$ cat config.mk
export PLATFORM = sky130hd
export DESIGN_NAME = dbg_unlock_gate
export DESIGN_NICKNAME = d
export VERILOG_FILES = /design/src/rtl/dbg_gate_pkg.sv /design/src/rtl/dbg_key_store.sv /design/src/rtl/dbg_resp_cmp.sv /design/src/rtl/dbg_unlock_fsm.sv /design/src/rtl/dbg_unlock_gate.sv
export SDC_FILE = /design/constraint.sdc
export NUM_CORES = 1
export LEC_CHECK = 0
export ABC_AREA = 1
export BUFFER_PORTS_ARGS = -buffer_cell sky130_fd_sc_hd__buf_2
export CAP_MARGIN = 20
export CORE_MARGIN = 10
export CORE_UTILIZATION = 50
export CTS_BUF_LIST = sky130_fd_sc_hd__clkbuf_8
export DETAILED_ROUTE_END_ITERATION = 12
export PLACE_DENSITY_LB_ADDON = 0.08
export SKIP_LAST_GASP = 1
export SLEW_MARGIN = 20
export SYNTH_ARGS = -nofsm -noshare
export SYNTH_HDL_FRONTEND = slang
export SYNTH_SLANG_ARGS = --single-unit
$ cat constraint.sdc
create_clock -name clk_i -period 2.7 [get_ports clk_i]
set_input_delay 0.405 -clock clk_i [delete_from_list [all_inputs] [get_ports clk_i]]
set_output_delay 0.405 -clock clk_i [all_outputs]
set_load 0.01 [all_outputs]
$ cat src/rtl/dbg_gate_pkg.sv
package dbg_gate_pkg;
  typedef enum logic [1:0] {
    LVL_OFF   = 2'd0,
    LVL_NODBG = 2'd1,
    LVL_CHAL  = 2'd2,
    LVL_OPEN  = 2'd3
  } sec_level_e;

  typedef enum logic [1:0] {
    LC_OPEN   = 2'd0,
    LC_CLOSED = 2'd1,
    LC_NORET  = 2'd2,
    LC_CLOSE2 = 2'd3
  } lc_e;

  typedef enum logic [1:0] {
    ST_IDLE,
    ST_CHAL,
    ST_CMP,
    ST_WIPE
  } unlock_st_e;

  localparam int unsigned NUM_WORLDS = 2;
  localparam int unsigned W_NS = 0;
  localparam int unsigned W_S  = 1;
endpackage

$ cat src/rtl/dbg_key_store.sv
module dbg_key_store
  import dbg_gate_pkg::*;
#(
  parameter int unsigned KEY_W  = 128,
  parameter int unsigned WORD_W = 32,
  localparam int unsigned NWORD = KEY_W / WORD_W,
  localparam int unsigned IDX_W = (NWORD > 1) ? $clog2(NWORD) : 1
) (
  input  logic                                clk_i,
  input  logic                                rst_ni,
  input  logic                                wr_i,
  input  logic                                lock_i,
  input  logic                                sel_i,
  input  logic [IDX_W-1:0]                    word_i,
  input  logic [WORD_W-1:0]                   data_i,
  output logic [NUM_WORLDS-1:0][KEY_W-1:0]    keys_o
);
  for (genvar w = 0; w < NUM_WORLDS; w++) begin : g_key
    logic [KEY_W-1:0] key_q;
    always_ff @(posedge clk_i or negedge rst_ni) begin
      if (!rst_ni) begin
        key_q <= '0;
      end else if (wr_i && !lock_i && (32'(sel_i) == w)) begin
        key_q[int'(word_i)*WORD_W +: WORD_W] <= data_i;
      end
    end
    assign keys_o[w] = key_q;
  end
endmodule

$ cat src/rtl/dbg_resp_cmp.sv
module dbg_resp_cmp
  import dbg_gate_pkg::*;
#(
  parameter int unsigned KEY_W = 128
) (
  input  logic [KEY_W-1:0]                 resp_i,
  input  logic [NUM_WORLDS-1:0][KEY_W-1:0] keys_i,
  output logic [NUM_WORLDS-1:0]            match_o
);
  for (genvar w = 0; w < NUM_WORLDS; w++) begin : g_cmp
    assign match_o[w] = (resp_i == keys_i[w]);
  end
endmodule

$ cat src/rtl/dbg_unlock_fsm.sv
module dbg_unlock_fsm
  import dbg_gate_pkg::*;
#(
  parameter int unsigned KEY_W = 128
) (
  input  logic                  clk_i,
  input  logic                  rst_ni,
  input  logic                  active_i,
  input  logic                  req_i,
  input  logic                  resp_vld_i,
  input  logic [KEY_W-1:0]      resp_i,
  input  logic [NUM_WORLDS-1:0] match_i,
  input  logic                  wipe_ack_i,
  output logic [KEY_W-1:0]      resp_q_o,
  output logic                  chal_vld_o,
  output logic                  wipe_req_o,
  output logic [NUM_WORLDS-1:0] grant_o,
  output logic                  fail_o
);
  unlock_st_e st_q;
  logic [NUM_WORLDS-1:0] pend_q, grant_q;
  logic fail_q;
  logic [KEY_W-1:0] resp_q;

  always_ff @(posedge clk_i or negedge rst_ni) begin
    if (!rst_ni) begin
      st_q    <= ST_IDLE;
      pend_q  <= '0;
      grant_q <= '0;
      fail_q  <= 1'b0;
      resp_q  <= '0;
    end else begin
      unique case (st_q)
        ST_IDLE: begin
          if (active_i && req_i) begin
            st_q   <= ST_CHAL;
            fail_q <= 1'b0;
          end else if (active_i && resp_vld_i) begin
            fail_q <= 1'b1;  // response with no request
          end
        end
        ST_CHAL: begin
          if (!active_i) begin
            st_q <= ST_IDLE;
          end else if (resp_vld_i) begin
            resp_q <= resp_i;
            st_q   <= ST_CMP;
          end
        end
        ST_CMP: begin
          if (|match_i) begin
            pend_q <= match_i;
            st_q   <= ST_WIPE;
          end else begin
            fail_q <= 1'b1;
            st_q   <= ST_IDLE;
          end
        end
        ST_WIPE: begin
          if (wipe_ack_i) begin
            grant_q <= grant_q | pend_q;
            st_q    <= ST_IDLE;
          end
        end
        default: st_q <= ST_IDLE;
      endcase
    end
  end

  assign resp_q_o   = resp_q;
  assign chal_vld_o = (st_q == ST_CHAL);
  assign wipe_req_o = (st_q == ST_WIPE);
  assign grant_o    = grant_q;
  assign fail_o     = fail_q;
endmodule

$ cat src/rtl/dbg_unlock_gate.sv
module dbg_unlock_gate
  import dbg_gate_pkg::*;
#(
  parameter int unsigned UID_W  = 64,
  parameter int unsigned KEY_W  = 128,
  parameter int unsigned WORD_W = 32,
  localparam int unsigned NWORD = KEY_W / WORD_W,
  localparam int unsigned IDX_W = (NWORD > 1) ? $clog2(NWORD) : 1
) (
  input  logic              clk_i,
  input  logic              rst_ni,
  input  logic [1:0]        sec_level_i,
  input  logic [1:0]        lifecycle_i,
  input  logic [UID_W-1:0]  uid_i,
  input  logic              key_wr_i,
  input  logic              key_sel_i,
  input  logic [IDX_W-1:0]  key_word_i,
  input  logic [WORD_W-1:0] key_data_i,
  input  logic              req_i,
  output logic [UID_W-1:0]  chal_o,
  output logic              chal_vld_o,
  input  logic              resp_vld_i,
  input  logic [KEY_W-1:0]  resp_i,
  output logic              wipe_req_o,
  input  logic              wipe_ack_i,
  output logic              ns_dbg_en_o,
  output logic              s_dbg_en_o,
  output logic              bscan_en_o,
  output logic              fail_o
);
  sec_level_e lvl;
  lc_e lc;
  logic lc_closed, lc_noret, active;
  logic [NUM_WORLDS-1:0][KEY_W-1:0] keys;
  logic [NUM_WORLDS-1:0] match, grant;
  logic [KEY_W-1:0] resp_q;

  assign lvl       = sec_level_e'(sec_level_i);
  assign lc        = lc_e'(lifecycle_i);
  assign lc_closed = (lc == LC_CLOSED) || (lc == LC_CLOSE2);
  assign lc_noret  = (lc == LC_NORET);
  assign active    = (lvl == LVL_CHAL) && lc_closed;

  dbg_key_store #(.KEY_W(KEY_W), .WORD_W(WORD_W)) u_keys (
    .clk_i  (clk_i),
    .rst_ni (rst_ni),
    .wr_i   (key_wr_i),
    .lock_i (lc != LC_OPEN),
    .sel_i  (key_sel_i),
    .word_i (key_word_i),
    .data_i (key_data_i),
    .keys_o (keys)
  );

  dbg_resp_cmp #(.KEY_W(KEY_W)) u_cmp (
    .resp_i  (resp_q),
    .keys_i  (keys),
    .match_o (match)
  );

  dbg_unlock_fsm #(.KEY_W(KEY_W)) u_fsm (
    .clk_i      (clk_i),
    .rst_ni     (rst_ni),
    .active_i   (active),
    .req_i      (req_i),
    .resp_vld_i (resp_vld_i),
    .resp_i     (resp_i),
    .match_i    (match),
    .wipe_ack_i (wipe_ack_i),
    .resp_q_o   (resp_q),
    .chal_vld_o (chal_vld_o),
    .wipe_req_o (wipe_req_o),
    .grant_o    (grant),
    .fail_o     (fail_o)
  );

  assign chal_o = chal_vld_o ? uid_i : '0;

  always_comb begin
    ns_dbg_en_o = 1'b0;
    s_dbg_en_o  = 1'b0;
    if (!lc_noret) begin
      unique case (lvl)
        LVL_OPEN: begin
          ns_dbg_en_o = 1'b1;
          s_dbg_en_o  = 1'b1;
        end
        LVL_CHAL: begin
          if (lc == LC_OPEN) begin
            ns_dbg_en_o = 1'b1;
          end else begin
            ns_dbg_en_o = grant[W_NS];
            s_dbg_en_o  = grant[W_S];
          end
        end
        default: ;
      endcase
    end
  end

  assign bscan_en_o = (lvl != LVL_OFF) && !lc_noret;
endmodule

**Word level (Yosys, flattened, before mapping)**

Index checks and enable logic that the tools add are counted.

- Flip-flop bits (word level): 391
- Bits in latches: 0
- Bits in writable memories: 0
- ROM bits: 0
- Input port bits: 237
- Output and inout bits: 70
- Logic and storage cells: 67
- Memories: 0

- Add/subtract/negate cells: 1
- Multiply operators: 0
- Div/mod/pow operators: 0
- $lt $le $gt $ge: 0
- Equal/unequal tests: 15
- Shift-type cells: 2
- Multiplexer cells: 19
- Bitwise gates (word level): 2
- Reductions and logical operators: 21

Operators with widths:

| kind | number |
|---|---|
| 128-bit bitwise mux | 2 |
| 128-bit == test | 2 |
| 32-bit by 34-bit variable shift with 128-bit output, first input constant | 1 |
| 32-bit by 34-bit variable part select with 128-bit output | 1 |
| 64-bit 2-to-1 mux | 1 |
| 7-bit negator with 34-bit output | 1 |
| 2-bit == test, second input constant | 6 |
| 2-bit 2-to-1 mux | 5 |
| 3-bit AND reduction | 3 |
| 2-bit case mux with 4 select lines | 1 |
| 1-bit logical AND | 7 |
| 1-bit 2-to-1 mux | 7 |
| 1-bit case mux with 2 select lines | 3 |
| 2-bit nonzero test | 3 |
| 2-bit by 1-bit == test with 1-bit output, second input constant | 2 |
| 2-bit logical NOT | 2 |
| 2-bit by 1-bit inequality test with 1-bit output, second input constant | 2 |
| 2-bit AND reduction | 2 |
| 3-bit by 1-bit inequality test with 1-bit output, second input constant | 1 |
| 3-bit inequality test, second input constant | 1 |
| 1-bit logical NOT | 2 |
| 2-bit inequality test, second input constant | 1 |
| 2-bit bitwise OR | 1 |
| 2-bit OR reduction | 1 |
| 2 further kinds | 2 |

**Depth between registers and ports, before layout**

Gate-level depths: netlist of the first run.

- Depth after elaboration: 7
- Depth in mapped cells: 14
- Mapped depth without buffers: 14

**Cells and area by module**

A second synthesis of the first run with hierarchy kept.

- Cells, all modules: 3,218
- Area total of the unflattened synthesis: 21,550.7 µm²

By module, submodules not included:

| module | instances | cells each | area each (µm²) | sequential area each (µm²) |
|---|---|---|---|---|
| dbg_key_store | 1 | 1,367 | 10,857.9 | 6,406.1 |
| dbg_unlock_fsm | 1 | 592 | 5,487.8 | 3,378.2 |
| dbg_resp_cmp | 1 | 1,112 | 4,594.4 | 0.0 |
| dbg_unlock_gate | 1 | 147 | 610.6 | 0.0 |

**Least setup slack after synthesis of the first run**

OpenSTA, ideal clock, no wires.

- Path type: input to register
- Start point: input key_word_i[0]
- End point: register u_keys.g_key[0].key_q[57]
- Setup time: 0.125 ns
- Arrival: 1.751 ns
- Data required time: 2.575 ns
- Setup slack: 0.824 ns
- Stages: 9
- Cell sequence: inv_1 > ha_1 > buf_2 > inv_2 > nor2_1 > inv_1 > buf_2 > nor2_1 > mux2_2

- Longest elaborated chain between the ends: 3

Ends and longest elaborated chain:

| what | RTL line | text |
|---|---|---|
| start: declaration | dbg_unlock_gate.sv:17 | `input logic [IDX_W-1:0] key_word_i,` |
| 7-bit negator with 34-bit output (*) | dbg_key_store.sv:24 | `key_q[int'(word_i)*WORD_W +: WORD_W] <= data_i;` |
| 32-bit by 34-bit variable part select with 128-bit output or 32-bit by 34-bit variable shift with 128-bit output (tied branches) | dbg_key_store.sv:24 |  |
| 128-bit bitwise mux (*) | dbg_key_store.sv:24 |  |
| end signal: indexed assignment | dbg_key_store.sv:24 |  |
| end: declaration | dbg_key_store.sv:19 | `logic [KEY_W-1:0] key_q;` |

Mark *: on every way between the ends. The rest lies on a longest branch, timed or not.
A chain may end at the register's enable or synchronous reset.

**Final worst setup path of the first run**

- Start point: register u_fsm.st_q[0]
- End point: output chal_o[4]

- Longest elaborated chain between the ends: 2

Ends and longest elaborated chain:

| what | RTL line | text |
|---|---|---|
| start: declaration | dbg_unlock_fsm.sv:20 | `unlock_st_e st_q;` |
| start signal: assignment | dbg_unlock_fsm.sv:27 | `st_q <= ST_IDLE;` |
| start signal: assignment | dbg_unlock_fsm.sv:36 | `st_q <= ST_CHAL;` |
| start signal: assignment | dbg_unlock_fsm.sv:44 | `st_q <= ST_IDLE;` |
| 2-bit by 1-bit == test with 1-bit output | dbg_unlock_fsm.sv:71 | `assign chal_vld_o = (st_q == ST_CHAL);` |
| 64-bit 2-to-1 mux | dbg_unlock_gate.sv:77 | `assign chal_o = chal_vld_o ? uid_i : '0;` |
| end: declaration | dbg_unlock_gate.sv:20 | `output logic [UID_W-1:0] chal_o,` |

Every way passes these cells.

==> flow_summary.yaml, run 1 <==
status:
  status: "finished, final reports clean"
worst_setup_path:
  crit_cells: 5
  cpMaxStageDelayCell: "dfrtp_1"
  cp_max_fo: 64
  worst-path-buf-inv: 3
  cp-start-kind: "flop"
  path_class: "reg2out"
  crit_required_ns: 2.30
  cp_cell_sequence: "inv_2 > nor2_2 > inv_4 > nor2_1 > buf_2"
  critPathMaxStageDelay_ns: 0.43
  arrival_ns: 2.09
  r2r_cells: 11
  crit_path_end_kind: "primary output"
  crit_family: "simple AND/OR/NAND/NOR gates"
die:
  start_util: 0.504
  dieArea_mm2: 0.0496
  io_pins: 307
  die_w_um: 223
  die_h_um: 223
  std_cell_rows: 74
  core_area_mm2: 0.0407
grt:
  grt_max_degree: 82
  grt_pass1_wl_um: 114000
  grt_antenna_before_repair: 1
  grt_pass1_vias: 18200
  grtUsageTotal: 0.303
  gr-total-overflow: 0
power_and_ir_drop:
  ir_worst_vdd_mv: 0.414
  powerDensity_mw_per_mm2: 846
  leakagePower_uw: 0.0130
synthesis:
  synth_area_leader_cell: "dfrtp_1"
  ys_warn_count: 0
  synth.most_common_cell: "nand2_1"
  synth_commonest_cells: "nand2_1, inv_1, dfrtp_1"
  synth_area_per_cell_um2: 8.28
  ys_seq_area_frac: 0.477
  synth_cell_types: 36
  synth-edff-count: 0
  synth_cells: 2478
  synth-seq-cells: 391
  synth_ff_type: "dfrtp_1"
  syn_area_mm2: 0.0205
  async_flop_share: 1.00
  synthesis.nets: 2720
  synth_area_leaders: "dfrtp_1, nand2_1, inv_1"
  synth_top_cell_area_share: 0.477
place:
  gp_congestion: 0.976
  port_buffers: 306
  dpl.hpwl_um: 58200
  placed_area_mm2: 0.0227
clocking:
  cts_buffers: 70
  clk_latency_ns: 0.63
  clkSlewWorstSetupHoldPaths_ns: 0.06
  cts_buffer_depth: 3
  post_cts_buffers: 0
  htreeDepth: 3
  root_buffer: "clkbuf_8"
  cts.sinks: 391
  cts_tree: "done"
cells_and_area:
  design_area_mm2: 0.0249
  drive_above_1_share: 0.251
  num-fill-cells: 3718
  area_delta_synth_final_pct: 21.3
  nNetsFinal: 3129
detailed_routing:
  drc: 0
  vias_per_cell: 5.24
  top_layer: "met5"
  wire_per_inst_um: 22.2
  wl_um: 76800
  wl_met1_um: 32700
  drt_iter0_markers: 2082
  drt_pass1_iterations: 6
  ant_nets: 0
  vias: 18200
  wl_met2_um: 35900
  dr_wl_met3_um: 5850
sta:
  min_period_ns: 2.49
  finalSetupTns_ns: 0
  grt_setup_unrepaired: "no"
  tightest_slew_ns: 0.658
  maxSlewHeadroom: 0.558
  finalMaxSlewViolations: 0
  hold_violations: 0
  fin_crit_sh: 0.923
  setup-violations-final: 0
  finClkSkew_ns: 0.0162
  fmax_mhz: 401
hold_path:
  min_path_cells: 3
  hp-class: "in2reg"
run:
  maxCapViolCount: 0
cells by family after synthesis:
| group | count (synthesis) | share of synthesized area |
|---|---|---|
| xor+xnor | 81 | 0.0346 |
| simple gates | 1061 | 0.216 |
| buf+inv | 502 | 0.103 |
| compound gates | 325 | 0.101 |
| mux | 113 | 0.0662 |
| fa+ha+maj | 5 | 0.00305 |
| flops | 391 | 0.477 |
sequential cells by signal, indices dropped and copies added (netlist names):
register            count
u_keys.g_key.key_q    256
u_fsm.resp_q_o        128
u_fsm.grant_o           2
u_fsm.pend_q            2
u_fsm.st_q              2
u_fsm.fail_o            1
worst min-delay path: stages:
cell and delay [ns]:
buf_2 0.07, nor2_1 0.05, a21oi_2 0.09
cell type report:
| cell class | count | area [µm²] | share of cell area |
|---|---|---|---|
| antenna | 1 | 2.50 | 0.000100 |
| clock inverter | 23 | 103 | 0.00412 |
| inverter | 416 | 1560 | 0.0628 |
| tap | 532 | 666 | 0.0267 |
| multi-input combinational | 1585 | 8650 | 0.347 |
| clock buffer | 95 | 1310 | 0.0525 |
| sequential | 391 | 9780 | 0.393 |
| timing repair buffer | 423 | 2830 | 0.114 |
stage by stage:
step                      cells  power (µW)   util  hold WS [ns]  setup slack, ns
after floorplan            2478       12400      -         0.109            0.824
after global placement     3273       15100  0.558         0.382            0.448
after detailed placement   3273       15200  0.558         0.387            0.425
after CTS                  3465       21000  0.611      0.000226            0.206
after global routing       3465       22100  0.611        0.0143            0.103
final                      3466       21100  0.611        0.0266            0.209
path summary, 6_finish.rpt:
path | from | end | slack (ns)
min in group asynchronous | rst_ni | u_fsm.resp_q_o[4]$_DFFE_PN0P_ | 0.31
max in group asynchronous | rst_ni | u_fsm.resp_q_o[108]$_DFFE_PN0P_ | 1.50
hold reg to reg | u_fsm.grant_o[0]$_DFFE_PN0P_ | u_fsm.grant_o[0]$_DFFE_PN0P_ | 0.45
setup reg to reg | u_keys.g_key[0].key_q[119]$_DFFE_PN0P_ | u_fsm.fail_o$_DFFE_PN0P_ | 0.45
hold / removal | resp_i[62] | u_fsm.resp_q_o[62]$_DFFE_PN0P_ | 0.03
setup / recovery | u_fsm.st_q[0]$_DFFE_PN0P_ | chal_o[4] | 0.21
where the power goes:
part | internal, µW | leakage [µW] | switching [µW]
combinational | 2530 | 0.00753 | 4200
clock | 3110 | 0.000783 | 2580
sequential | 7300 | 0.00466 | 1350
total | 12900 | 0.0130 | 8120
placed cells by master (no fill, tap or decap), drive strengths merged, types with 50 or more instances in the layout:
master	Yosys	layout
nand4	50	50
clkbuf	28	95
dfrtp	391	391
xnor2	67	67
inv	416	434
nor2	374	374
o21ai	175	175
mux2	113	113
dlygate4sd3	0	74
a21oi	109	109
buf	58	349
nand2	577	577
per-layer routing:
metal	global-route usage	up-vias
met4	0.0948	2
li1	-	8484
met5	0	-
met1	0.411	8806
met3	0.0540	134
met2	0.483	746
repair_timing:
item / in CTS / in global routing
resized for setup: 1 / 0
hold buffers: 74 / 0
endpoints found under the hold margin: 122 / 0
endpoints found under the setup margin: 3 / 0
(Power assumes the default switching activity.)
==> inputs of run 2 (changes only) <==
CORE_UTILIZATION = 40   (was 50)
==> flow_summary.yaml, run 2 (same netlist as run 1, synthesis figures left out) <==
detailed_routing:
  top_layer: "met4"
  wire_per_inst_um: 22.2
  vias: 18200
  drt_pass1_iterations: 5
  ant_nets: 0
  drc: 0
  vias_per_cell: 4.96
  dr_wl_met3_um: 6060
  wl_met1_um: 35400
  wl_um: 81500
  wl_met2_um: 37900
  drt_iter0_markers: 1463
power_and_ir_drop:
  internal_power_uw: 13100
  leakagePower_uw: 0.0132
  powerDensity_mw_per_mm2: 837
  power.share.clock: 0.274
  ir_worst_vdd_mv: 0.407
  pwr-share-comb: 0.322
  p_sw_uw: 8390
  swShare: 0.391
  power_uw: 21500
  pwr-share-seq: 0.404
clocking:
  post_cts_buffers: 0
  cts_tree: "done"
  htreeDepth: 3
  cts_buffers: 72
  clkSlewWorstSetupHoldPaths_ns: 0.06
  cts.sinks: 391
  root_buffer: "clkbuf_8"
  clk_latency_ns: 0.67
  cts_buffer_depth: 3
worst_setup_path:
  arrival_ns: 2.04
  rr_startpoint: "u_fsm.resp_q_o[113]$_DFFE_PN0P_"
  cp-start-kind: "flop"
  crit_path_end_kind: "primary output"
  r2r_cells: 7
  path_class: "reg2out"
  r2r_slack_ns: 0.44
  timing.rr.end: "u_fsm.fail_o$_DFFE_PN0P_"
  cp_max_fo: 38
  crit_required_ns: 2.30
grt:
  grt_antenna_before_repair: 2
  grtUsageTotal: 0.263
  grt_pass1_wl_um: 118000
  grt_max_degree: 72
  gr-total-overflow: 0
  grt_pass1_vias: 18300
run:
  maxCapViolCount: 0
place:
  gp_congestion: 0.955
  dp.cells: 3419
  port_buffers: 306
  dpl.hpwl_um: 62800
cells_and_area:
  final_common_cell: "nand2_1"
  final_cell_mix: "nand2_1, inv_1, dfrtp_1"
  largest_reg_flops: 256
  area_delta_synth_final_pct: 24.9
  regMostFlops: "u_keys.g_key.key_q"
  final_util: 0.508
  nNetsFinal: 3182
  fin_cells: 3663
  drive_above_1_share: 0.249
sta:
  finClkSkew_ns: 0.0330
  tightest_slew_ns: 0.835
  grt_setup_unrepaired: "no"
  maxSlewHeadroom: 0.439
  finalSetupTns_ns: 0
  hold_violations: 0
  fmax_mhz: 409
  min_period_ns: 2.45
  finalMaxSlewViolations: 0
  fin_crit_sh: 0.906
  setup-violations-final: 0
hold_path:
  worstHoldStart: "resp_i[14]"
  hp-class: "in2reg"
  min_path_cells: 3
  hold_end: "u_fsm.resp_q_o[14]$_DFFE_PN0P_"
die:
  core_area_mm2: 0.0505
  std_cell_rows: 82
  io_pins: 307
  start_util: 0.407
  dieArea_mm2: 0.0608
  die_h_um: 247
  die_w_um: 247
status:
  status: "finished, final reports clean"
[run 2: changes by cell type in the layout (fill, tap and decap cells not counted), sizes merged]
cell / before / now
clkinv: 1 / 4
clkbuf: 95 / 94
bufinv: 0 / 1
buf: 349 / 355
dlygate4sd3: 74 / 119
clkinvlp: 4 / 1
inv: 434 / 440
[run 2: metrics by stage]
stage | setup WS, ns | hold slack [ns] | instance area (µm²)
after floorplan | 0.824 | 0.109 | 20500
after global placement | 0.374 | 0.444 | 23000
after detailed placement | 0.470 | 0.454 | 23000
after CTS | 0.00410 | 0.000507 | 25600
after global routing | 0.0749 | 0.0156 | 25600
final | 0.253 | 0.0370 | 25600
[run 2: worst max path at each step]
stage | start | end | cells past startpoint
final | u_fsm.st_q[0]$_DFFE_PN0P_ | chal_o[61] | 6
after global routing | u_fsm.st_q[0]$_DFFE_PN0P_ | chal_o[3] | 6
after CTS | u_fsm.st_q[0]$_DFFE_PN0P_ | chal_o[5] | 6
after detailed placement | u_fsm.resp_q_o[118]$_DFFE_PN0P_ | u_fsm.fail_o$_DFFE_PN0P_ | 10
after global placement | u_fsm.resp_q_o[113]$_DFFE_PN0P_ | u_fsm.fail_o$_DFFE_PN0P_ | 7
after floorplan | key_word_i[0] | u_keys.g_key[0].key_q[57]$_DFFE_PN0P_ | 9
[run 2: repair_timing]
| action | in CTS | in global routing |
|---|---|---|
| endpoints found under the hold margin | 181 | 0 |
| hold buffers | 119 | 0 |
| endpoints found under the setup margin | 0 | 27 |
| resized for setup | 0 | 2 |
[run 2: cell type report]
class                           count  area [µm²]
Tap cell                          672         841
Timing Repair Buffer              474        3340
Antenna cell                        1        2.50
Sequential cell                   391        9780
Inverter                          416        1560
Clock inverter                     30         170
Clock buffer                       94        1290
Multi-Input combinational cell   1585        8650
Fill cell                        5049       24800
[run 2: per-layer routing]
layer / up-vias / global-route usage
met4: 0 / 0.0707
met3: 103 / 0.0648
met1: 8831 / 0.352
li1: 8597 / -
met5: - / 0
met2: 646 / 0.418
[run 2: power by group through the flow]
| stage | Sequential, µW | Combinational, µW | Clock, µW |
|---|---|---|---|
| 2_1_floorplan | 8200 | 4200 | 0 |
| 3_3_place_gp | 8720 | 6690 | 0 |
| 3_5_place_dp | 8720 | 6730 | 0 |
| 4_1_cts | 8650 | 6900 | 6000 |
| 5_1_grt | 8820 | 7580 | 6250 |
| 6_report | 8670 | 6920 | 5880 |
[run 2: worst max-delay path, cell delays in order, from the launching register on]
cell and delay, ns:
dfrtp_1 0.43, inv_2 0.07, nor2_2 0.05, inv_4 0.28
buf_4 0.34, nor2_1 0.07, buf_2 0.15
==> inputs of run 3 (changes only) <==
ABC_AREA = default   (was 1)
==> flow_summary.yaml, run 3 <==
worst_setup_path:
  cp-start-kind: "flop"
  rr_startpoint: "u_fsm.resp_q_o[26]$_DFFE_PN0P_"
  cp_max_fo: 3
  path_class: "reg2reg"
  critPathMaxStageDelay_ns: 0.54
  r2r_cells: 9
  cp_common_cell: "buf_4"
  r2r_slack_ns: 0.05
  cpMaxStageDelayCell: "nor4_1"
  timing.rr.end: "u_fsm.st_q[0]$_DFFE_PN0P_"
  crit_required_ns: 3.25
  arrival_ns: 3.21
  cp_cell_sequence: "buf_4 > nor2b_1 > a2111o_1 > nor4_1 > nand4_1 > nor4_4 > buf_4 > a211oi_1 > o21ai_1"
  crit_path_end_kind: "flop"
die:
  std_cell_rows: 77
  io_pins: 307
  die_w_um: 233
  dieArea_mm2: 0.0542
  die_h_um: 233
  start_util: 0.407
  core_area_mm2: 0.0445
detailed_routing:
  drt_pass1_iterations: 5
  wl_um: 72900
  wire_per_inst_um: 25.0
  vias_per_cell: 5.21
  vias: 15200
  ant_nets: 0
  drt_iter0_markers: 1249
  drc: 0
synthesis:
  synth_cell_types: 43
  synth_commonest_cells: "nand2_1, dfrtp_1, o21ai_0"
  ys_seq_area_frac: 0.540
  synth-edff-count: 0
  synth_area_leaders: "dfrtp_1, nand2_1, xnor2_1"
  ys_warn_count: 0
  syn_area_mm2: 0.0181
  synth.most_common_cell: "nand2_1"
  synth-seq-cells: 391
  synth_ff_type: "dfrtp_1"
  synth_area_per_cell_um2: 9.99
  synthesis.nets: 2056
  synth_cells: 1814
  synth_top_cell_area_share: 0.540
  synth_area_leader_cell: "dfrtp_1"
  async_flop_share: 1.00
sta:
  setup-violations-final: 0
  min_period_ns: 2.65
  hold_violations: 0
  finClkSkew_ns: 0.0300
  finalSetupTns_ns: 0
  fmax_mhz: 377
  fin_crit_sh: 0.983
  holdWs_ns: 0.0299
  finalMaxSlewViolations: 0
  maxSlewHeadroom: 0.462
  tightest_slew_ns: 0.807
  grt_setup_unrepaired: "no"
power_and_ir_drop:
  ir_worst_vdd_mv: 0.371
  powerDensity_mw_per_mm2: 627
  leakagePower_uw: 0.0108
cells_and_area:
  num-fill-cells: 4225
  final_common_cell: "nand2_1"
  final_cell_mix: "nand2_1, dfrtp_1, buf_2"
  design_area_mm2: 0.0232
  antenna_cells: 0
  drive_above_1_share: 0.255
  area_delta_synth_final_pct: 27.9
  largest_reg_flops: 256
  nNetsFinal: 2514
  regMostFlops: "u_keys.g_key.key_q"
  fin_cells: 2914
place:
  gp_congestion: 0.977
  port_buffers: 306
  placed_area_mm2: 0.0207
  dp.cells: 2687
  dpl.hpwl_um: 53700
clocking:
  cts_tree: "done"
  clk_latency_ns: 0.65
  clkSlewWorstSetupHoldPaths_ns: 0.06
  cts.sinks: 391
  root_buffer: "clkbuf_8"
  cts_buffer_depth: 3
  cts_buffers: 72
  htreeDepth: 3
grt:
  grtUsageTotal: 0.268
  gr-total-overflow: 0
  grt_antenna_before_repair: 4
  grt_max_degree: 68
  grt_pass1_vias: 15500
  grt_pass1_wl_um: 106000
run:
  maxCapViolCount: 0
hold_path:
  worstHoldStart: "resp_i[94]"
  hold_end: "u_fsm.resp_q_o[94]$_DFFE_PN0P_"
  min_path_cells: 3
  hp-class: "in2reg"
status:
  status: "finished, final reports clean"
run 3: cell count changes after synthesis, sizes merged, moves of 66 or more:
cell,previous run,this run
o21ai,175,284
a21oi,109,3
nand2,577,416
xnor2,67,155
inv,416,59
and2,0,66
nor2,374,3
run 3: cells by family after synthesis:
kind of cell,Yosys count,synth area share
AND/OR/NAND/NOR,640,0.166
flip-flops,391,0.540
AO/OA/AOI/OAI,352,0.110
XOR/XNOR,177,0.0855
buffers and inverters,144,0.0306
multiplexers,105,0.0652
adder cells (fa/ha/maj),5,0.00345
run 3: final cells by class:
type,instances,area [µm²],area share
flip-flops and latches,391,9780,0.422
multi-input cells,1279,7840,0.338
repair buffers,469,3190,0.138
clock buffers,89,1220,0.0528
well taps,592,741,0.0320
inverters,59,221,0.00955
clock inverters,35,184,0.00793
run 3: metrics by stage:
stage          worst slack [ns]  power, µW  utilization
6_report                 0.0450      14500        0.521
5_1_grt                  0.0676      15200        0.521
4_1_cts                   0.162      14600        0.520
3_5_place_dp              0.245       8850        0.466
3_3_place_gp              0.181       8840        0.466
2_1_floorplan             0.608       7610            -
run 3: timing repair:
| item | CTS | global route |
|---|---|---|
| endpoints found under the setup margin | 0 | 1 |
| setup buffers | 0 | 0 |
| gates resized for setup | 0 | 1 |
| endpoints found under the hold margin | 155 | 1 |
| hold buffers | 102 | 1 |
run 3: per-layer routing:
layer  GRT usage  up-vias  share of wire
met2       0.424      549           0.47
met3      0.0567      107          0.068
met4      0.0767        4          0.026
li1            -     7048              -
met1       0.363     7462           0.44
met5           0        -        0.00015
run 3: how the worst max path moves through the flow:
| stage | end | slack, ns | startpoint |
|---|---|---|---|
| floorplan | u_fsm.fail_o$_DFFE_PN0P_ | 0.61 | u_fsm.resp_q_o[80]$_DFFE_PN0P_ |
| global route | u_fsm.st_q[0]$_DFFE_PN0P_ | 0.07 | u_fsm.resp_q_o[26]$_DFFE_PN0P_ |
| CTS | chal_o[2] | 0.16 | u_fsm.st_q[0]$_DFFE_PN0P_ |
| global placement | u_fsm.fail_o$_DFFE_PN0P_ | 0.18 | u_fsm.st_q[1]$_DFFE_PN0P_ |
| detailed placement | u_fsm.st_q[0]$_DFFE_PN0P_ | 0.25 | u_fsm.resp_q_o[26]$_DFFE_PN0P_ |
| finish | u_fsm.st_q[0]$_DFFE_PN0P_ | 0.05 | u_fsm.resp_q_o[26]$_DFFE_PN0P_ |
run 3: power by group:
| group | internal [µW] | leakage [µW] | switching (µW) |
|---|---|---|---|
| Sequential | 6250 | 0.00529 | 383 |
| Clock | 3060 | 0.000813 | 2590 |
| Combinational | 991 | 0.00469 | 1280 |
| Total | 10300 | 0.0108 | 4250 |
run 3: worst max-delay path, delay by kind of cell (launching register included):
kind,cells,cell delay (ns)
compound gates,3,0.44
simple gates,4,1.38
buf+inv,2,0.35
flops,1,0.39
